[config.mk]
export PLATFORM = sky130hd
export DESIGN_NAME = fcp_handshake
export DESIGN_NICKNAME = d
export VERILOG_FILES = /design/src/rtl/fcp_pkg.sv /design/src/rtl/fcp_tick_timer.sv /design/src/rtl/fcp_req_filter.sv /design/src/rtl/fcp_handshake.sv
export SDC_FILE = /design/constraint.sdc
export NUM_CORES = 1
export LEC_CHECK = 0
export ABC_AREA = 1
export BUFFER_PORTS_ARGS = -buffer_cell sky130_fd_sc_hd__buf_2
export CAP_MARGIN = 10
export CORE_UTILIZATION = 40
export DETAILED_ROUTE_END_ITERATION = 10
export HOLD_SLACK_MARGIN = 0.05
export SLEW_MARGIN = 20
export SYNTH_ARGS = -nofsm -noshare
export SYNTH_HDL_FRONTEND = slang
export SYNTH_HIERARCHICAL = 1
export SYNTH_SLANG_ARGS = --single-unit
[constraint.sdc]
create_clock -name clk -period 1.9 [get_ports clk]
set_input_delay 0.38 -clock clk [delete_from_list [all_inputs] [get_ports clk]]
set_output_delay 0.38 -clock clk [all_outputs]
set_load 0.05 [all_outputs]
[src/rtl/fcp_pkg.sv]
package fcp_pkg;

  typedef logic [1:0] lvl_t;
  localparam lvl_t LV_LOW  = 2'd0;
  localparam lvl_t LV_MID  = 2'd1;
  localparam lvl_t LV_HIGH = 2'd2;

  typedef enum logic [1:0] {ST_OFF, ST_SHORT, ST_DMWAIT, ST_ACTIVE} hs_state_e;
  typedef enum logic [1:0] {V_5, V_9, V_12, V_20} vset_e;

  typedef struct packed {
    logic  known;
    vset_e v;
  } req_t;

  // Map a D+/D- level pair onto a voltage class.
  function automatic req_t decode_req(lvl_t dp, lvl_t dm);
    req_t r;
    r.known = 1'b1;
    r.v     = V_5;
    if      (dp == LV_MID  && dm == LV_LOW)  r.v = V_5;
    else if (dp == LV_HIGH && dm == LV_MID)  r.v = V_9;
    else if (dp == LV_MID  && dm == LV_MID)  r.v = V_12;
    else if (dp == LV_HIGH && dm == LV_HIGH) r.v = V_20;
    else r.known = 1'b0;
    return r;
  endfunction

  // Inhibit cascade: the 12 V strap also blocks 20 V.
  function automatic logic class_allowed(vset_e v, logic i12, logic i20);
    case (v)
      V_12:    return !i12;
      V_20:    return !i12 && !i20;
      default: return 1'b1;
    endcase
  endfunction

  function automatic logic [2:0] vsel_of(vset_e v);
    case (v)
      V_9:     return 3'b001;
      V_12:    return 3'b011;
      V_20:    return 3'b111;
      default: return 3'b000;
    endcase
  endfunction

endpackage

[src/rtl/fcp_tick_timer.sv]
// Counts prescaler ticks while a level holds; any break restarts it.
module fcp_tick_timer #(
  parameter int N = 4
) (
  input  logic clk,
  input  logic rst_n,
  input  logic run,
  input  logic level_ok,
  input  logic tick,
  output logic done
);
  localparam int W = (N < 2) ? 1 : $clog2(N + 1);
  localparam logic [W-1:0] LAST = W'(N - 1);

  logic [W-1:0] cnt_q;

  always_ff @(posedge clk or negedge rst_n) begin
    if (!rst_n)                cnt_q <= '0;
    else if (!run || !level_ok) cnt_q <= '0;
    else if (tick && cnt_q != LAST) cnt_q <= cnt_q + 1'b1;
  end

  assign done = run && level_ok && tick && (cnt_q == LAST);
endmodule

[src/rtl/fcp_req_filter.sv]
// Holds the last seen level pair and fires once after DEB ticks of stability.
module fcp_req_filter #(
  parameter int DEB = 4
) (
  input  logic       clk,
  input  logic       rst_n,
  input  logic       run,
  input  logic       tick,
  input  logic [3:0] pair_in,
  output logic [3:0] pair_q,
  output logic       apply
);
  localparam int W = (DEB < 2) ? 1 : $clog2(DEB + 1);
  localparam logic [W-1:0] LAST = W'(DEB - 1);
  localparam logic [W-1:0] SAT  = W'(DEB);

  logic [W-1:0] cnt_q;
  logic         same;

  assign same = (pair_in == pair_q);

  always_ff @(posedge clk or negedge rst_n) begin
    if (!rst_n) begin
      pair_q <= '0;
      cnt_q  <= '0;
    end else if (!run || !same) begin
      pair_q <= pair_in;
      cnt_q  <= '0;
    end else if (tick && cnt_q != SAT) begin
      cnt_q <= cnt_q + 1'b1;
    end
  end

  assign apply = run && same && tick && (cnt_q == LAST);
endmodule

[src/rtl/fcp_handshake.sv]
module fcp_handshake
  import fcp_pkg::*;
#(
  parameter int QUAL_TICKS = 1250,
  parameter int DM_TICKS   = 1,
  parameter int DEB_TICKS  = 4
) (
  input  logic       clk,
  input  logic       rst_n,
  input  logic       tick,
  input  logic       supply_ok,
  input  logic [1:0] dp_lvl,
  input  logic [1:0] dm_lvl,
  input  logic       inh_12,
  input  logic       inh_20,
  output logic       sw_short,
  output logic       sw_dm_pd,
  output logic [2:0] vsel
);

  hs_state_e state_q, state_d;
  vset_e     vset_q;

  // Named internal events.
  logic dp_low, dm_low, qual_done, dm_done, req_apply, req_allowed;
  logic [3:0] pair_q;
  req_t req;

  assign dp_low = (dp_lvl == LV_LOW);
  assign dm_low = (dm_lvl == LV_LOW);

  fcp_tick_timer #(.N(QUAL_TICKS)) qual_tmr_i (
    .clk(clk), .rst_n(rst_n), .run(state_q == ST_SHORT),
    .level_ok(!dp_low), .tick(tick), .done(qual_done));

  fcp_tick_timer #(.N(DM_TICKS)) dm_tmr_i (
    .clk(clk), .rst_n(rst_n), .run(state_q == ST_DMWAIT),
    .level_ok(dm_low), .tick(tick), .done(dm_done));

  fcp_req_filter #(.DEB(DEB_TICKS)) filt_i (
    .clk(clk), .rst_n(rst_n), .run(state_q == ST_ACTIVE), .tick(tick),
    .pair_in({dp_lvl, dm_lvl}), .pair_q(pair_q), .apply(req_apply));

  assign req         = decode_req(pair_q[3:2], pair_q[1:0]);
  assign req_allowed = req.known && class_allowed(req.v, inh_12, inh_20);

  always_comb begin
    state_d = state_q;
    case (state_q)
      ST_OFF:    state_d = ST_SHORT;
      ST_SHORT:  if (qual_done) state_d = ST_DMWAIT;
      ST_DMWAIT: if (dp_low) state_d = ST_SHORT;
                 else if (dm_done) state_d = ST_ACTIVE;
      ST_ACTIVE: if (dp_low) state_d = ST_SHORT;
      default:   state_d = ST_OFF;
    endcase
    if (!supply_ok) state_d = ST_OFF;
  end

  always_ff @(posedge clk or negedge rst_n) begin
    if (!rst_n) begin
      state_q <= ST_OFF;
      vset_q  <= V_5;
    end else begin
      state_q <= state_d;
      if (state_d != ST_ACTIVE)          vset_q <= V_5;
      else if (req_apply && req_allowed) vset_q <= req.v;
    end
  end

  assign sw_short = (state_q == ST_SHORT);
  assign sw_dm_pd = (state_q == ST_DMWAIT) || (state_q == ST_ACTIVE);
  assign vsel     = vsel_of(vset_q);

endmodule

# Word-level counts from Yosys, hierarchy flattened
# Index checks and enable logic that the tools add are counted.
[word_totals] ff_bits=23 input_bits=10 wordCells=91
[op_classes] n_addsub=3 eq_ne=18 n_mux=24 bitwise_logic=1 reduce_logical=39
[ops] op="$mux W11" n=2
[ops] op="$mux W2" n=11
[ops] op="$logic_and A1 B1 Y1" n=19
[ops] op="$eq A2 B2 Y1 const B" n=8
[ops] op="$add A11 B1 Y11 const B" n=1
[ops] op="$eq A11 B11 Y1 const B" n=1
[ops] op="$ne A11 B11 Y1 const B" n=1
[ops] op="$pmux W3 S3" n=1
[ops] op="$eq A2 B1 Y1 const B" n=4
[ops] op="$logic_not A1 Y1" n=8
[ops] op="$logic_not A2 Y1" n=4
[ops] op="$pmux W2 S4" n=1
[ops] op="$reduce_bool A2 Y1" n=4
[ops] op="$mux W1" n=6
[ops] op="$mux W3" n=2
[ops] op="$eq A4 B4 Y1" n=1
[ops] op="$logic_or A1 B1 Y1" n=4
[ops] op="$add A3 B1 Y3 const B" n=1
[ops] op="$eq A3 B2 Y1 const B" n=1
[ops] op="$ne A3 B3 Y1 const B" n=1
[ops] op="$ne A2 B2 Y1 const B" n=1
[ops] op="$pmux W1 S2" n=1
[ops] op="$add A1 B1 Y1 const B" n=1
[ops] op="$not A1 Y1" n=1

# Logic depth before layout (Yosys ltp)
[logic_depth] ltp_word=12 depth_mapped=11 ltp_nobuf=11

# Modules after synthesis
# Netlist, hierarchy kept.
[by_module_without_submodules] mod="fcp_tick_timer (qual_tmr_i)" instances=1 cells_each=108 area_per_inst_um2=775.7 seq_area_each_um2=275.3
[by_module_without_submodules] mod="fcp_req_filter" instances=1 cells_each=52 area_per_inst_um2=392.9 seq_area_each_um2=175.2
[by_module_without_submodules] mod="fcp_handshake" instances=1 cells_each=57 area_per_inst_um2=341.6 seq_area_each_um2=100.1
[by_module_without_submodules] mod="fcp_tick_timer (dm_tmr_i)" instances=1 cells_each=8 area_per_inst_um2=51.3 seq_area_each_um2=25.0

# Least setup slack after synthesis
# No wires, ideal clock.
[synth_timing] path_type="register to register" startpoint="register state_q[1]" endpoint="register vset_q[0]" setup_ps=118 t_arrival_ps=2092 t_required_ps=1782 slack_ps=-310 stages_incl_launch_ff=9 n_path_buf=0 path_cell_list="dfrtp_1 -> nor2_1 -> nand2_1 -> nor4_1 -> nand2_1 -> nand3_1 -> nor2_2 -> nand3_1 -> nand2_1"
[synth_rtl] element="start, declared" line="fcp_handshake.sv:21" text="hs_state_e state_q, state_d;"
[synth_rtl] element="start signal, assigned" line="fcp_handshake.sv:65" text="state_q <= state_d;"
[synth_rtl] element="$eq A2 B1 Y1 *"
[synth_rtl] element="via sw_short" line="fcp_handshake.sv:16" text="output logic sw_short,"
[synth_rtl] element="$logic_and A1 B1 Y1 * (3 in series)" line="fcp_tick_timer.sv:23" text="assign done = run && level_ok && tick && (cnt_q == LAST);"
[synth_rtl] element="via qual_done" line="fcp_handshake.sv:25" text="logic dp_low, dm_low, qual_done, dm_done, req_apply, req_allowed;"
[synth_rtl] element="$mux W2 *" line="fcp_handshake.sv:51" text="ST_SHORT: if (qual_done) state_d = ST_DMWAIT;"
[synth_rtl] element="$pmux W2 S4 *" line="fcp_handshake.sv:49" text="case (state_q)"
[synth_rtl] element="$mux W2 *" line="fcp_handshake.sv:57" text="if (!supply_ok) state_d = ST_OFF;"
[synth_rtl] element="$ne A2 B2 Y1 *" line="fcp_handshake.sv:66" text="if (state_d != ST_ACTIVE) vset_q <= V_5;"
[synth_rtl] element="$mux W2 / $reduce_bool A2 Y1 (equally long branches)"
[synth_rtl] element="end signal, assigned" line="fcp_handshake.sv:67" text="else if (req_apply && req_allowed) vset_q <= req.v;"
[synth_rtl] element="end, declared" line="fcp_handshake.sv:22" text="vset_e vset_q;"
# The timed path passes the listed nets; every way through them passes the cells marked *.
# A chain may end at the register's enable or synchronous reset.

# Worst setup path after layout
[layout_timing] startpoint="register qual_tmr_i.cnt_q[1]" endpoint="register vset_q[0]"
[layout_via] elab_chain_cells=7
[layout_rtl] element="start, declared" line="fcp_tick_timer.sv:15" text="logic [W-1:0] cnt_q;"
[layout_rtl] element="start signal, assigned" line="fcp_tick_timer.sv:20" text="else if (tick && cnt_q != LAST) cnt_q <= cnt_q + 1'b1;"
[layout_rtl] element="$eq A11 B11 Y1 *" line="fcp_tick_timer.sv:23"
[layout_rtl] element="$logic_and A1 B1 Y1 *" line="fcp_tick_timer.sv:23"
[layout_rtl] element="via qual_done" line="fcp_handshake.sv:25"
[layout_rtl] element="$mux W2 *" line="fcp_handshake.sv:51"
[layout_rtl] element="$pmux W2 S4 *" line="fcp_handshake.sv:49"
[layout_rtl] element="$mux W2 *" line="fcp_handshake.sv:57"
[layout_rtl] element="$ne A2 B2 Y1 *" line="fcp_handshake.sv:66"
[layout_rtl] element="$mux W2 / $reduce_bool A2 Y1 (equally long branches)"
# Marks and branches as above.

==> metrics.csv <==
stage,metric,value,unit
clock_network,cts_buffer_depth,2,
sta,max_slew_margin,65.08,%
critical_path,crit_path_end_kind,register,
synthesis,synth_simple_gate_area_share,42.39,%
global_route,grt_usage,16.33,%
synthesis,synthXorXnorAreaFrac,1.122,%
power,power,905.4,µW
place,place_ws,0.2862,ns
power,vdd_ir_drop_max,0.3087,mV
final_layout,multi_input_area,785.8,µm²
sta,fin_crit_sh,83.35,%
floorplanning,io_pins,15,
sta,rsz0062_at_grt,false,
sta,timing.hold.ws,0.07726,ns
clock_network,cts_hold_buf,0,
floorplanning,die_h,64.48,µm
critical_path,max_stage_delay,0.42,ns
final_layout,layout_common_cells,"nand2_1 (72), inv_1 (38), dfrtp_1 (23), nor2_1 (18), buf_2 (14)",
critical_path,critPathTopFamily,simple AND/OR/NAND/NOR gates,
critical_path,cp_data_required_time,2.06,ns
sta,fin_skew,0.004276,ns
synthesis,synth_compound_area_share,2.644,%
global_route,grt_antenna_before_repair,0,
clock_network,clkSinkCount,23,
clock_network,cts_made_buffers,3,
drt,dr.pass1.iters,4,
floorplanning,dieArea,4158,µm²
power,power.leakage,0.9108,nW
run_status,status,"complete, no violations",
synthesis,yosys-top-cells-area,"dfrtp_1 (37%), nand2_1 (17%), inv_1 (9.1%)",
synthesis,netlist.area_leader.share,36.86,%
critical_path,crit_chain,"inv_1, ha_1, nand4_2, nor4_1, nand2_1, nand3_1, nor2_2, nand3_1, nand2_1",
drt,wl,2837,µm
critical_path,cp_max_fo,5,
floorplanning,die_x,64.48,µm
sta,setup_violations,0,
sta,hold_viol,0,
critical_path,critPathKind,reg2reg,
drt,vias,1311,
clock_network,cts_setup_buffers,0,
clock_network,clock_latency,0.27,ns
floorplanning,initial_core_util,42.02,%
global_route,grt_overflow_total,0,
sta,maxSlewViolCount,0,
final_layout,layout-drive-gt1-share,16.74,%
clock_network,clk_pin_slew_worst_paths,0.09,ns
drt,vias_per_cell,4.665,
synthesis,synth_top_cell_by_area,dfrtp_1,
critical_path,path_buf_inv,1,
final_layout,syn2layout_area_growth,8.093,%
clock_network,cts_root_buf,clkbuf_8,
floorplanning,num_rows,22,
synthesis,ys_warn_count,6,
sta,fin_setup_tns,0,ns
synthesis,synth-seq-area-share,36.86,%
sta,worst_slack,0.3163,ns
clock_network,cts_tree,built,
synthesis,synth_top_family_by_area,simple AND/OR/NAND/NOR gates,
drt,ant_nets,0,
drt,drc_errors,0,
critical_path,crit_arrival,1.75,ns
floorplanning,core-area,3716,µm²
synthesis,synthAdderAreaFrac,4.006,%
final_layout,seqCellArea,575.6,µm²
global_route,grt_max_degree,24,
synthesis,synth.avg_cell_area,6.940,µm²
clock_network,htreeDepth,1,
synthesis,synth-seq-cells,23,
power,p_per_area,536.4,nW/µm²
final_layout,antenna_cells,0,
place,io_buffers,14,
critical_path,crit_slowest_cell,dfrtp_1,
place,dpl.hpwl,2145,µm
global_route,grt_pass1_vias,1198,
synthesis,syn-num-nets,240,
drt,wl_per_cell,10.10,µm
synthesis,synth_area,1561,µm²
synthesis,synthMuxAreaShare,0,%
drt,drt_iter0_markers,76,
critical_path,crit_path_start_kind,register,
min_path,hp-class,in2async,
place,dpl-instance-area,1642,µm²
place,gp_congestion,0.7955,
sta,worstMarginPinSlew,0.5238,ns
sta,post-route-min-period,1.584,ns
final_layout,nets,249,
sta,max_freq,631.4,MHz
flow_run,cap_viol_max_count,0,
global_route,grt_pass1_wl,5292,µm
synthesis,synthCells,225,
final_layout,n_fill_cell,394,
final_layout,design_area,1688,µm²
synthesis,yosysUniqueCellTypes,27,
clock_network,postCtsResizedCells,0,
final_layout,layout_commonest_cell,nand2_1,
-- worst register-to-register path: cells and delay by family (launching register included) --
kind,cells,cell delay [ns]
AND/OR/NAND/NOR,7,0.83
flip-flops,1,0.42
adder cells (fa/ha/maj),1,0.16
buffers and inverters,1,0.07
-- sequential cells by signal, indices dropped and copies added (netlist names) --
signal	flops
filt_i/pair_q	4
qual_tmr_i/cnt_q	11
state_q	2
filt_i/cnt_q	3
dm_tmr_i/cnt_q	1
vset_q	2
-- cells in the mapped netlist --
cell type,instances
nand4_1,13
xor2_1,2
nor2_1,19
nor2_2,6
clkbuf_1,6
dfrtp_1,23
o21ai_0,1
nor4_1,1
nand2_1,72
a21oi_2,1
nand3b_1,3
ha_1,5
nand4_2,1
nor2_4,3
inv_1,38
nand3_1,13
clkinv_1,1
buf_6,1
nand2_2,2
buf_1,1
nand3_2,3
inv_2,1
o21bai_1,2
a21boi_0,1
buf_4,2
or2_2,3
a21oi_1,1
-- layer usage --
layer	vias to the layer above	part of all wire [%]	global-route usage, %
met3	4	3.5	3.169
met4	0	1.2	6.389
met1	583	50	21.40
met2	19	46	26.45
met5	-	0	0
li1	705	-	-
-- report_power, final --
| part | internal (mW) | leakage [nW] | total (mW) | switching (mW) |
|---|---|---|---|---|
| Sequential | 0.497 | 0.309 | 0.506 | 0.00950 |
| Combinational | 0.0274 | 0.576 | 0.0888 | 0.0613 |
| Clock | 0.147 | 0.0255 | 0.310 | 0.164 |
-- final timing paths --
kind	startpoint	slack [ns]	cells after the start	end
max reg2reg	qual_tmr_i/cnt_q[1]	0.32	9	vset_q[0]
min in group clk	dm_lvl[0]	0.24	1	filt_i/pair_q[0]
max in group asynchronous	rst_n	1.47	1	qual_tmr_i/cnt_q[9]
min reg2reg	dm_tmr_i/cnt_q	0.51	2	dm_tmr_i/cnt_q
max	qual_tmr_i/cnt_q[1]	0.32	9	vset_q[0]
min	rst_n	0.08	1	qual_tmr_i/cnt_q[6]
-- layout make-up --
type / count / share of cell area [%]
Clock buffer: 3 / 2.446
Clock inverter: 1 / 0.2965
Inverter: 40 / 8.895
Multi-Input combinational cell: 152 / 46.55
Sequential cell: 23 / 34.10
Tap cell: 48 / 3.558
Timing Repair Buffer: 14 / 4.151
-- logic make-up after synthesis --
family / count (synthesis)
fa+ha+maj: 5
simple gates: 139
compound gates: 6
xor+xnor: 2
flops: 23
buf+inv: 50
-- per-stage QoR --
step	util, %	std cells
global placement	44.18	277
CTS	45.42	281
floorplan	-	225
global route	45.42	281
finish	45.42	281
detailed placement	44.18	277
No activity file was read; power rests on OpenSTA's default activity.
